$ cat src/rtl/fpg_pkg.sv
package fpg_pkg;
   typedef enum logic {PATH_STD = 1'b0, PATH_BYP = 1'b1} path_e;
   typedef enum logic {DIR_RX = 1'b0, DIR_TX = 1'b1} dir_e;

   function automatic int idx_width(input int n);
      return (n > 1) ? $clog2(n) : 1;
   endfunction
endpackage

$ cat src/rtl/fpg_ctx_bank.sv
module fpg_ctx_bank #(
   parameter int NUM_CONN = 5,
   parameter int HDR_W    = 32,
   parameter int IDX_W    = 3
) (
   input  logic                           clk,
   input  logic                           rst_n,
   input  logic                           start_en,
   input  logic [IDX_W-1:0]               start_idx,
   input  logic [HDR_W-1:0]               start_tmpl,
   input  logic                           upd_en,
   input  logic [IDX_W-1:0]               upd_idx,
   input  logic                           upd_clean,
   output logic [NUM_CONN-1:0]            active_o,
   output logic [NUM_CONN-1:0]            clean_o,
   output logic [NUM_CONN-1:0][HDR_W-1:0] tmpl_o
);
   for (genvar g = 0; g < NUM_CONN; g++) begin : g_ctx
      logic hit_start, hit_upd;
      assign hit_start = start_en && (start_idx == IDX_W'(g));
      assign hit_upd   = upd_en   && (upd_idx   == IDX_W'(g));

      always_ff @(posedge clk) begin
         if (!rst_n) begin
            active_o[g] <= 1'b0;
            clean_o[g]  <= 1'b0;
            tmpl_o[g]   <= '0;
         end else if (hit_start) begin
            active_o[g] <= 1'b1;
            clean_o[g]  <= 1'b1;
            tmpl_o[g]   <= start_tmpl;
         end else if (hit_upd) begin
            clean_o[g]  <= upd_clean;
         end
      end
   end
endmodule

$ cat src/rtl/fpg_cnt_bank.sv
module fpg_cnt_bank #(
   parameter int NUM_CONN = 5,
   parameter int CNT_W    = 8,
   parameter int IDX_W    = 3
) (
   input  logic                clk,
   input  logic                rst_n,
   input  logic                inc_en,
   input  logic [IDX_W-1:0]    inc_idx,
   input  logic                inc_path,
   input  logic                dec_en,
   input  logic [IDX_W-1:0]    dec_idx,
   input  logic                dec_path,
   output logic [NUM_CONN-1:0] std_idle_o,
   output logic                miss_o
);
   localparam logic [CNT_W-1:0] CNT_MAX = '1;

   logic [NUM_CONN-1:0][1:0][CNT_W-1:0] cnt_q;

   for (genvar gc = 0; gc < NUM_CONN; gc++) begin : g_conn
      for (genvar gp = 0; gp < 2; gp++) begin : g_path
         logic up, dn;
         assign up = inc_en && (inc_idx == IDX_W'(gc)) && (inc_path == 1'(gp))
                     && (cnt_q[gc][gp] != CNT_MAX);
         assign dn = dec_en && (dec_idx == IDX_W'(gc)) && (dec_path == 1'(gp))
                     && (cnt_q[gc][gp] != '0);

         always_ff @(posedge clk) begin
            if (!rst_n)
               cnt_q[gc][gp] <= '0;
            else if (up && !dn)
               cnt_q[gc][gp] <= cnt_q[gc][gp] + 1'b1;
            else if (dn && !up)
               cnt_q[gc][gp] <= cnt_q[gc][gp] - 1'b1;
         end
      end
      assign std_idle_o[gc] = (cnt_q[gc][0] == '0);
   end

   always_comb begin
      miss_o = 1'b0;
      for (int c = 0; c < NUM_CONN; c++)
         for (int p = 0; p < 2; p++)
            if (dec_en && dec_idx == IDX_W'(c) && dec_path == 1'(p)
                && cnt_q[c][p] == '0)
               miss_o = 1'b1;
   end
endmodule

$ cat src/rtl/fpg_judge.sv
module fpg_judge
   import fpg_pkg::*;
#(
   parameter int HDR_W = 32
) (
   input  logic             hdr_dir,
   input  logic             hdr_is_data,
   input  logic [HDR_W-1:0] hdr_fields,
   input  logic [HDR_W-1:0] tmpl,
   input  logic             in_range,
   input  logic             active,
   input  logic             clean,
   input  logic             std_idle,
   output logic             bypass,
   output logic             upd_en,
   output logic             upd_clean
);
   logic eligible;

   always_comb begin
      if (dir_e'(hdr_dir) == DIR_TX)
         eligible = hdr_is_data;
      else
         eligible = (hdr_fields == tmpl);

      bypass    = 1'b0;
      upd_en    = 1'b0;
      upd_clean = 1'b0;
      if (in_range && active) begin
         if (!eligible) begin
            upd_en = 1'b1;
         end else if (clean) begin
            bypass = 1'b1;
         end else if (std_idle) begin
            bypass    = 1'b1;
            upd_en    = 1'b1;
            upd_clean = 1'b1;
         end
      end
   end
endmodule

$ cat src/rtl/fastpath_gate.sv
module fastpath_gate
   import fpg_pkg::*;
#(
   parameter int  NUM_CONN = 5,
   parameter int  HDR_W    = 32,
   parameter int  CNT_W    = 8,
   localparam int IDX_W    = fpg_pkg::idx_width(NUM_CONN)
) (
   input  logic             clk,
   input  logic             rst_n,
   input  logic             cfg_start,
   input  logic [IDX_W-1:0] cfg_conn,
   input  logic [HDR_W-1:0] cfg_tmpl,
   input  logic             hdr_valid,
   output logic             hdr_ready,
   input  logic [IDX_W-1:0] hdr_conn,
   input  logic             hdr_dir,
   input  logic             hdr_is_data,
   input  logic [HDR_W-1:0] hdr_fields,
   output logic             dec_valid,
   input  logic             dec_ready,
   output logic             dec_bypass,
   output logic [IDX_W-1:0] dec_conn,
   input  logic             cmp_valid,
   input  logic [IDX_W-1:0] cmp_conn,
   input  logic             cmp_path,
   output logic             cnt_err
);
   initial begin : param_checks
      assert (NUM_CONN >= 1) else $fatal(1, "NUM_CONN must be at least 1");
      assert (HDR_W >= 1)    else $fatal(1, "HDR_W must be at least 1");
      assert (CNT_W >= 2)    else $fatal(1, "CNT_W must be at least 2");
   end

   logic [NUM_CONN-1:0]            act_v, clean_v, idle_v;
   logic [NUM_CONN-1:0][HDR_W-1:0] tmpl_v;
   logic                           sel_hit, sel_act, sel_clean, sel_idle;
   logic [HDR_W-1:0]               sel_tmpl;
   logic                           accept, j_byp, j_upd, j_clean, miss;

   assign hdr_ready = !dec_valid || dec_ready;
   assign accept    = hdr_valid && hdr_ready;

   always_comb begin
      sel_hit   = 1'b0;
      sel_act   = 1'b0;
      sel_clean = 1'b0;
      sel_idle  = 1'b0;
      sel_tmpl  = '0;
      for (int i = 0; i < NUM_CONN; i++) begin
         if (hdr_conn == IDX_W'(i)) begin
            sel_hit   = 1'b1;
            sel_act   = act_v[i];
            sel_clean = clean_v[i];
            sel_idle  = idle_v[i];
            sel_tmpl  = tmpl_v[i];
         end
      end
   end

   fpg_judge #(.HDR_W(HDR_W)) u_judge (
      .hdr_dir    (hdr_dir),
      .hdr_is_data(hdr_is_data),
      .hdr_fields (hdr_fields),
      .tmpl       (sel_tmpl),
      .in_range   (sel_hit),
      .active     (sel_act),
      .clean      (sel_clean),
      .std_idle   (sel_idle),
      .bypass     (j_byp),
      .upd_en     (j_upd),
      .upd_clean  (j_clean)
   );

   fpg_ctx_bank #(.NUM_CONN(NUM_CONN), .HDR_W(HDR_W), .IDX_W(IDX_W)) u_ctx (
      .clk       (clk),
      .rst_n     (rst_n),
      .start_en  (cfg_start),
      .start_idx (cfg_conn),
      .start_tmpl(cfg_tmpl),
      .upd_en    (accept && j_upd),
      .upd_idx   (hdr_conn),
      .upd_clean (j_clean),
      .active_o  (act_v),
      .clean_o   (clean_v),
      .tmpl_o    (tmpl_v)
   );

   fpg_cnt_bank #(.NUM_CONN(NUM_CONN), .CNT_W(CNT_W), .IDX_W(IDX_W)) u_cnt (
      .clk       (clk),
      .rst_n     (rst_n),
      .inc_en    (accept && sel_hit),
      .inc_idx   (hdr_conn),
      .inc_path  (j_byp),
      .dec_en    (cmp_valid),
      .dec_idx   (cmp_conn),
      .dec_path  (cmp_path),
      .std_idle_o(idle_v),
      .miss_o    (miss)
   );

   always_ff @(posedge clk) begin
      if (!rst_n) begin
         dec_valid  <= 1'b0;
         dec_bypass <= 1'b0;
         dec_conn   <= '0;
         cnt_err    <= 1'b0;
      end else begin
         cnt_err <= miss;
         if (accept) begin
            dec_valid  <= 1'b1;
            dec_bypass <= j_byp;
            dec_conn   <= hdr_conn;
         end else if (dec_ready) begin
            dec_valid  <= 1'b0;
         end
      end
   end
endmodule

$ cat config.mk
export PLATFORM = sky130hd
export DESIGN_NAME = fastpath_gate
export DESIGN_NICKNAME = d
export VERILOG_FILES = /design/src/rtl/fpg_pkg.sv /design/src/rtl/fpg_ctx_bank.sv /design/src/rtl/fpg_cnt_bank.sv /design/src/rtl/fpg_judge.sv /design/src/rtl/fastpath_gate.sv
export SDC_FILE = /design/constraint.sdc
export NUM_CORES = 1
export LEC_CHECK = 0
export ABC_AREA = 1
export BUFFER_PORTS_ARGS = -buffer_cell sky130_fd_sc_hd__clkbuf_2
export CORE_MARGIN = 8
export CORE_UTILIZATION = 67
export CTS_CLUSTER_DIAMETER = 80
export CTS_CLUSTER_SIZE = 24
export DETAILED_ROUTE_END_ITERATION = 12
export GPL_TIMING_DRIVEN = 0
export PLACE_DENSITY_LB_ADDON = 0.15
export SYNTH_ARGS = -nofsm -noshare
export SYNTH_HDL_FRONTEND = slang
export SYNTH_HIERARCHICAL = 1
export SYNTH_SLANG_ARGS = --single-unit
$ cat constraint.sdc
create_clock -name clk -period 6.55 [get_ports clk]
set_input_delay 0.9825 -clock clk [delete_from_list [all_inputs] [get_ports clk]]
set_output_delay 0.9825 -clock clk [all_outputs]
set_load 0.03 [all_outputs]
==> metrics.md <==
| Metric | Value |
|---|---|
| Inserted Clock Buffers | `16` |
| Worst Hold Depth | `2` |
| Count of input and output buffers | `between 80 and 90` |
| CTS-repair resized insts | `0` |
| Critical path arrival | `between 5 and 6 ns` |
| Die Height | `168.5 µm` |
| Number of buffers on the longest clock path | `3` |
| Number of antenna violations at the first check in global routing | `0` |
| Core Box Area | `23190 µm²` |
| Commonest non-fill, non-tap cell in the layout | `sky130_fd_sc_hd__nand2_1` |
| Maximum vdd drop | `around 200 µV` |
| Post-synthesis xor/xnor area fraction | `around 1.7%` |
| Status | `completed` |
| Fin. Hold Viols | `0` |
| Post-Synth Adder-Cell Area | `under 10%` |
| Post-layout min period | `roughly 5.5 ns` |
| Max-slew violation total from the final report | `0` |
| Worst setup path class | `in2reg` |
| Cell-internal power | `2.242 mW` |
| Number of distinct library cells after synthesis | `40` |
| Setup repair after global routing missed its margin | `false` |
| Later-pin clock latency in the skew report | `approximately 0.50 ns` |
| Power per unit of standard cell area | `around 190 nW/µm²` |
| Sequential fraction of design power | `around 52%` |
| Synthesis-stage register bit count | `approximately 260` |
| H-tree level count | `1` |
| Combinational family with the most area after synthesis | `simple AND/OR/NAND/NOR gates` |
| Cell count after synthesis | `2420` |
| Fraction of synthesized area in multiplexers | `0%` |
| Slowest Stage Delay on Critical Path | `~0.56 ns` |
| Relative area change from synthesis to final layout | `8.555%` |
| Maximum clock frequency | `180.3 MHz` |
| Largest net degree at the start of global routing | `25` |
| Non-Filler Cell Area, Final | `around 17000 µm²` |
| TritonCTS clock tree | `done` |
| Clk sink count | `about 260` |
| Kind of launch point of the worst setup path | `input pin` |
| Instance count after placement with tap cells included | `around 2.8k` |
| Cell taking the most area after synthesis | `sky130_fd_sc_hd__dfxtp_1` |
| Crit-path slowest cell | `sky130_fd_sc_hd__nor2_1` |
| Root Buffer Master | `sky130_fd_sc_hd__clkbuf_16` |
| WL per Instance | `about 15 µm` |
| Initial Utilization | `between 60% and 70%` |
| Dominant cell type by count on the critical path | `sky130_fd_sc_hd__nand2_1` |
| Total cell area at the placement stage | `about 16000 µm²` |
| Slew at the pin closest to its max-slew limit | `~0.73 ns` |
| CTS clk-pin slew, worst paths | `~0.090 ns` |
| Portion of synthesized cell area occupied by the leading cell type | `32.87%` |
| Number of cells in the finished layout apart from fillers | `approximately 2.8k` |
| Gp weighted congestion | `~0.95` |
| Total Die Area | `between 20000 and 30000 µm²` |
| Largest fanout on the critical path | `10` |
| Horiz. Die Dim | `about 170 µm` |
| Max-cap violations | `0` |
| HPWL after detailed placement | `33040 µm` |
| Mapped Area | `~16000 µm²` |
| Most frequent cells in the layout | `sky130_fd_sc_hd__nand2_1 (492), sky130_fd_sc_hd__nor2_1 (422), sky130_fd_sc_hd__inv_1 (306)` |
| NetSw | `~900 µW` |
| Site Rows | `56` |
| Global-route wire length before repair | `between 70000 and 80000 µm` |
| Total via count after detailed routing | `between 15k and 20k` |
| Number of cells on the worst reg-to-reg path | `26` |
| Leakage component of the power | `~8 nW` |
| Share of synthesized area occupied by flip-flops and latches | `around 33%` |
| Antenna fix cells | `0` |
| Setup crit end kind | `register` |
| DRT Wirelength | `roughly 43000 µm` |
| Via/cell ratio | `5.620` |
| Residual DRC | `0` |
| Antenna violation net count after detailed routing | `0` |
| First-pass DRT Iterations | `7` |
| Count of synthesis-stage warnings from yosys | `6` |
| Iter 0 DRT Violations | `~1.4k` |
| Number of setup buffers added after CTS | `0` |
| Number of nets in the finished design | `around 2.7k` |
| Class of the tightest hold or removal check | `reg2reg` |
| Worst path required time | `between 6 and 7 ns` |
| Fraction of the mapped netlist area in simple logic gates | `a little under two fifths` |
| Synthesized Nets | `around 2.6k` |
| Hold-fix buffers at CTS | `0` |
| Final setup viols | `0` |
| Setup_tns | `0 ns` |
| Cell types with the largest area share after synthesis | `sky130_fd_sc_hd__dfxtp_1 (33%), sky130_fd_sc_hd__nand2_1 (12%), sky130_fd_sc_hd__nor2_1 (10%), sky130_fd_sc_hd__inv_1 (7.4%), sky130_fd_sc_hd__nand3_1 (6.3%)` |
| GRT Residual Overflow | `0` |
| Clock network fraction of design power | `34.3%` |
| Synthesized area per cell | `6.442 µm²` |
| Skew final | `~0.017 ns` |
| Fraction of layout instances using a drive strength above 1 | `~8%` |
| Total I/O pin count | `between 80 and 90` |
| GR Util All Layers | `between 20 and 30%` |
| Number of global-route vias before repair | `14.81k` |
| Compound-Gate Fraction of Synth Area | `around 10%` |
| Slew headroom | `roughly half` |
| Portion of total power attributed to combinational logic | `roughly 14%` |
| Fraction of the cycle the final worst path needs | `84.66%` |
| Net switching fraction of the power | `around 29%` |
## cell usage after synthesis
| cell type | count |
|---|---|
| sky130_fd_sc_hd__nand3_1 | 197 |
| sky130_fd_sc_hd__or2_4 | 1 |
| sky130_fd_sc_hd__nor3b_1 | 1 |
| sky130_fd_sc_hd__clkbuf_1 | 47 |
| sky130_fd_sc_hd__fa_1 | 10 |
| sky130_fd_sc_hd__o21ai_0 | 139 |
| sky130_fd_sc_hd__o31ai_1 | 2 |
| sky130_fd_sc_hd__a21oi_2 | 6 |
| sky130_fd_sc_hd__xor2_1 | 12 |
| sky130_fd_sc_hd__clkbuf_2 | 1 |
| sky130_fd_sc_hd__nor2_4 | 2 |
| sky130_fd_sc_hd__nand2_2 | 5 |
| sky130_fd_sc_hd__or2_1 | 9 |
| sky130_fd_sc_hd__nand4_1 | 150 |
| sky130_fd_sc_hd__nand3_4 | 1 |
| sky130_fd_sc_hd__inv_1 | 306 |
| sky130_fd_sc_hd__buf_1 | 4 |
| sky130_fd_sc_hd__buf_6 | 7 |
| sky130_fd_sc_hd__nor3_1 | 9 |
| sky130_fd_sc_hd__xnor2_1 | 19 |
| sky130_fd_sc_hd__nand2_1 | 492 |
| sky130_fd_sc_hd__nand3b_1 | 8 |
| sky130_fd_sc_hd__o211ai_1 | 9 |
| sky130_fd_sc_hd__dfxtp_1 | 256 |
| sky130_fd_sc_hd__nor2_1 | 422 |
| sky130_fd_sc_hd__a21boi_0 | 2 |
| sky130_fd_sc_hd__a21oi_1 | 147 |
| sky130_fd_sc_hd__inv_2 | 10 |
| sky130_fd_sc_hd__nor4_1 | 5 |
| sky130_fd_sc_hd__o22ai_1 | 2 |
| sky130_fd_sc_hd__nor2_8 | 1 |
| sky130_fd_sc_hd__and3_1 | 2 |
| sky130_fd_sc_hd__or2_2 | 2 |
| sky130_fd_sc_hd__ha_1 | 70 |
| sky130_fd_sc_hd__nand3_2 | 3 |
| sky130_fd_sc_hd__buf_2 | 40 |
| sky130_fd_sc_hd__nor3_4 | 1 |
| sky130_fd_sc_hd__buf_4 | 10 |
| sky130_fd_sc_hd__clkinv_1 | 1 |
| sky130_fd_sc_hd__or2_0 | 9 |
## final timing paths
kind	end	slack (ns)	from
worst max-delay path	u_cnt/cnt_q[47]$_SDFFE_PN0P_	1.00	hdr_conn[1]
worst min-delay path	u_ctx/tmpl_o[130]$_SDFFE_PN0P_	0.46	u_ctx/tmpl_o[130]$_SDFFE_PN0P_
worst max register to register	u_cnt/cnt_q[47]$_SDFFE_PN0P_	2.09	u_ctx/tmpl_o[61]$_SDFFE_PN0P_
worst min register to register	u_ctx/tmpl_o[130]$_SDFFE_PN0P_	0.46	u_ctx/tmpl_o[130]$_SDFFE_PN0P_
## area by class of cell
class	instances	area, µm²
multi-input combinational	1738	8725
fill	2032	6269
sequential	256	5125
inverter	317	1190
buffer	109	550.5
clock buffer	18	439.2
timing repair buffer	84	420.4
tap	319	399.1
clock inverter	7	75.07
## registers in the layout (all words and copies together), names as in the netlist
name	cells
u_ctx/active_o	5
dec_valid	1
u_ctx/clean_o	5
u_ctx/tmpl_o	160
u_cnt/cnt_q	80
dec_conn	3
dec_bypass	1
cnt_err	1
## kinds of logic after synthesis
family                     after synthesis
buffers and inverters                  426
adders and majority gates               80
AOI/OAI and AO/OA                      307
DFF                                    256
and+or+nand+nor                       1320
xor gates and xnor gates                31
## power groups by stage
stage | logic [mW] | clock network [mW] | registers, mW
4_1_cts | 0.428 | 1.09 | 1.62
3_5_place_dp | 0.425 | 0 | 1.66
2_1_floorplan | 0.285 | 0 | 1.66
5_1_grt | 0.484 | 1.16 | 1.63
3_3_place_gp | 0.413 | 0 | 1.66
6_report | 0.436 | 1.08 | 1.62
## worst max-delay path: cells and delay by family
kind                       cells  cell delay (ns)
buffers and inverters          5             1.13
AOI/OAI and AO/OA              1             0.15
and+or+nand+nor               21             3.04
adders and majority gates      2             0.66
## per-layer routing
metal	vias to the layer above	GRT usage [%]	share of wire [%]
li1	8047	-	-
met1	7251	35.75	41
met2	626	52.74	49
met3	82	3.424	7.3
met4	0	11.10	3.1
met5	-	0	0
## through the flow
step	setup WS (ns)	hold WS (ns)	power [mW]	utilization, %
2_1_floorplan	2.247	0.4301	1.944	-
3_3_place_gp	0.7774	0.4439	2.071	70.75
3_5_place_dp	0.6520	0.4519	2.085	70.75
4_1_cts	1.163	0.4659	3.145	72.97
5_1_grt	0.7409	0.4827	3.270	72.97
6_report	1.005	0.4646	3.138	72.97
No activity file was read; power rests on OpenSTA's default activity.
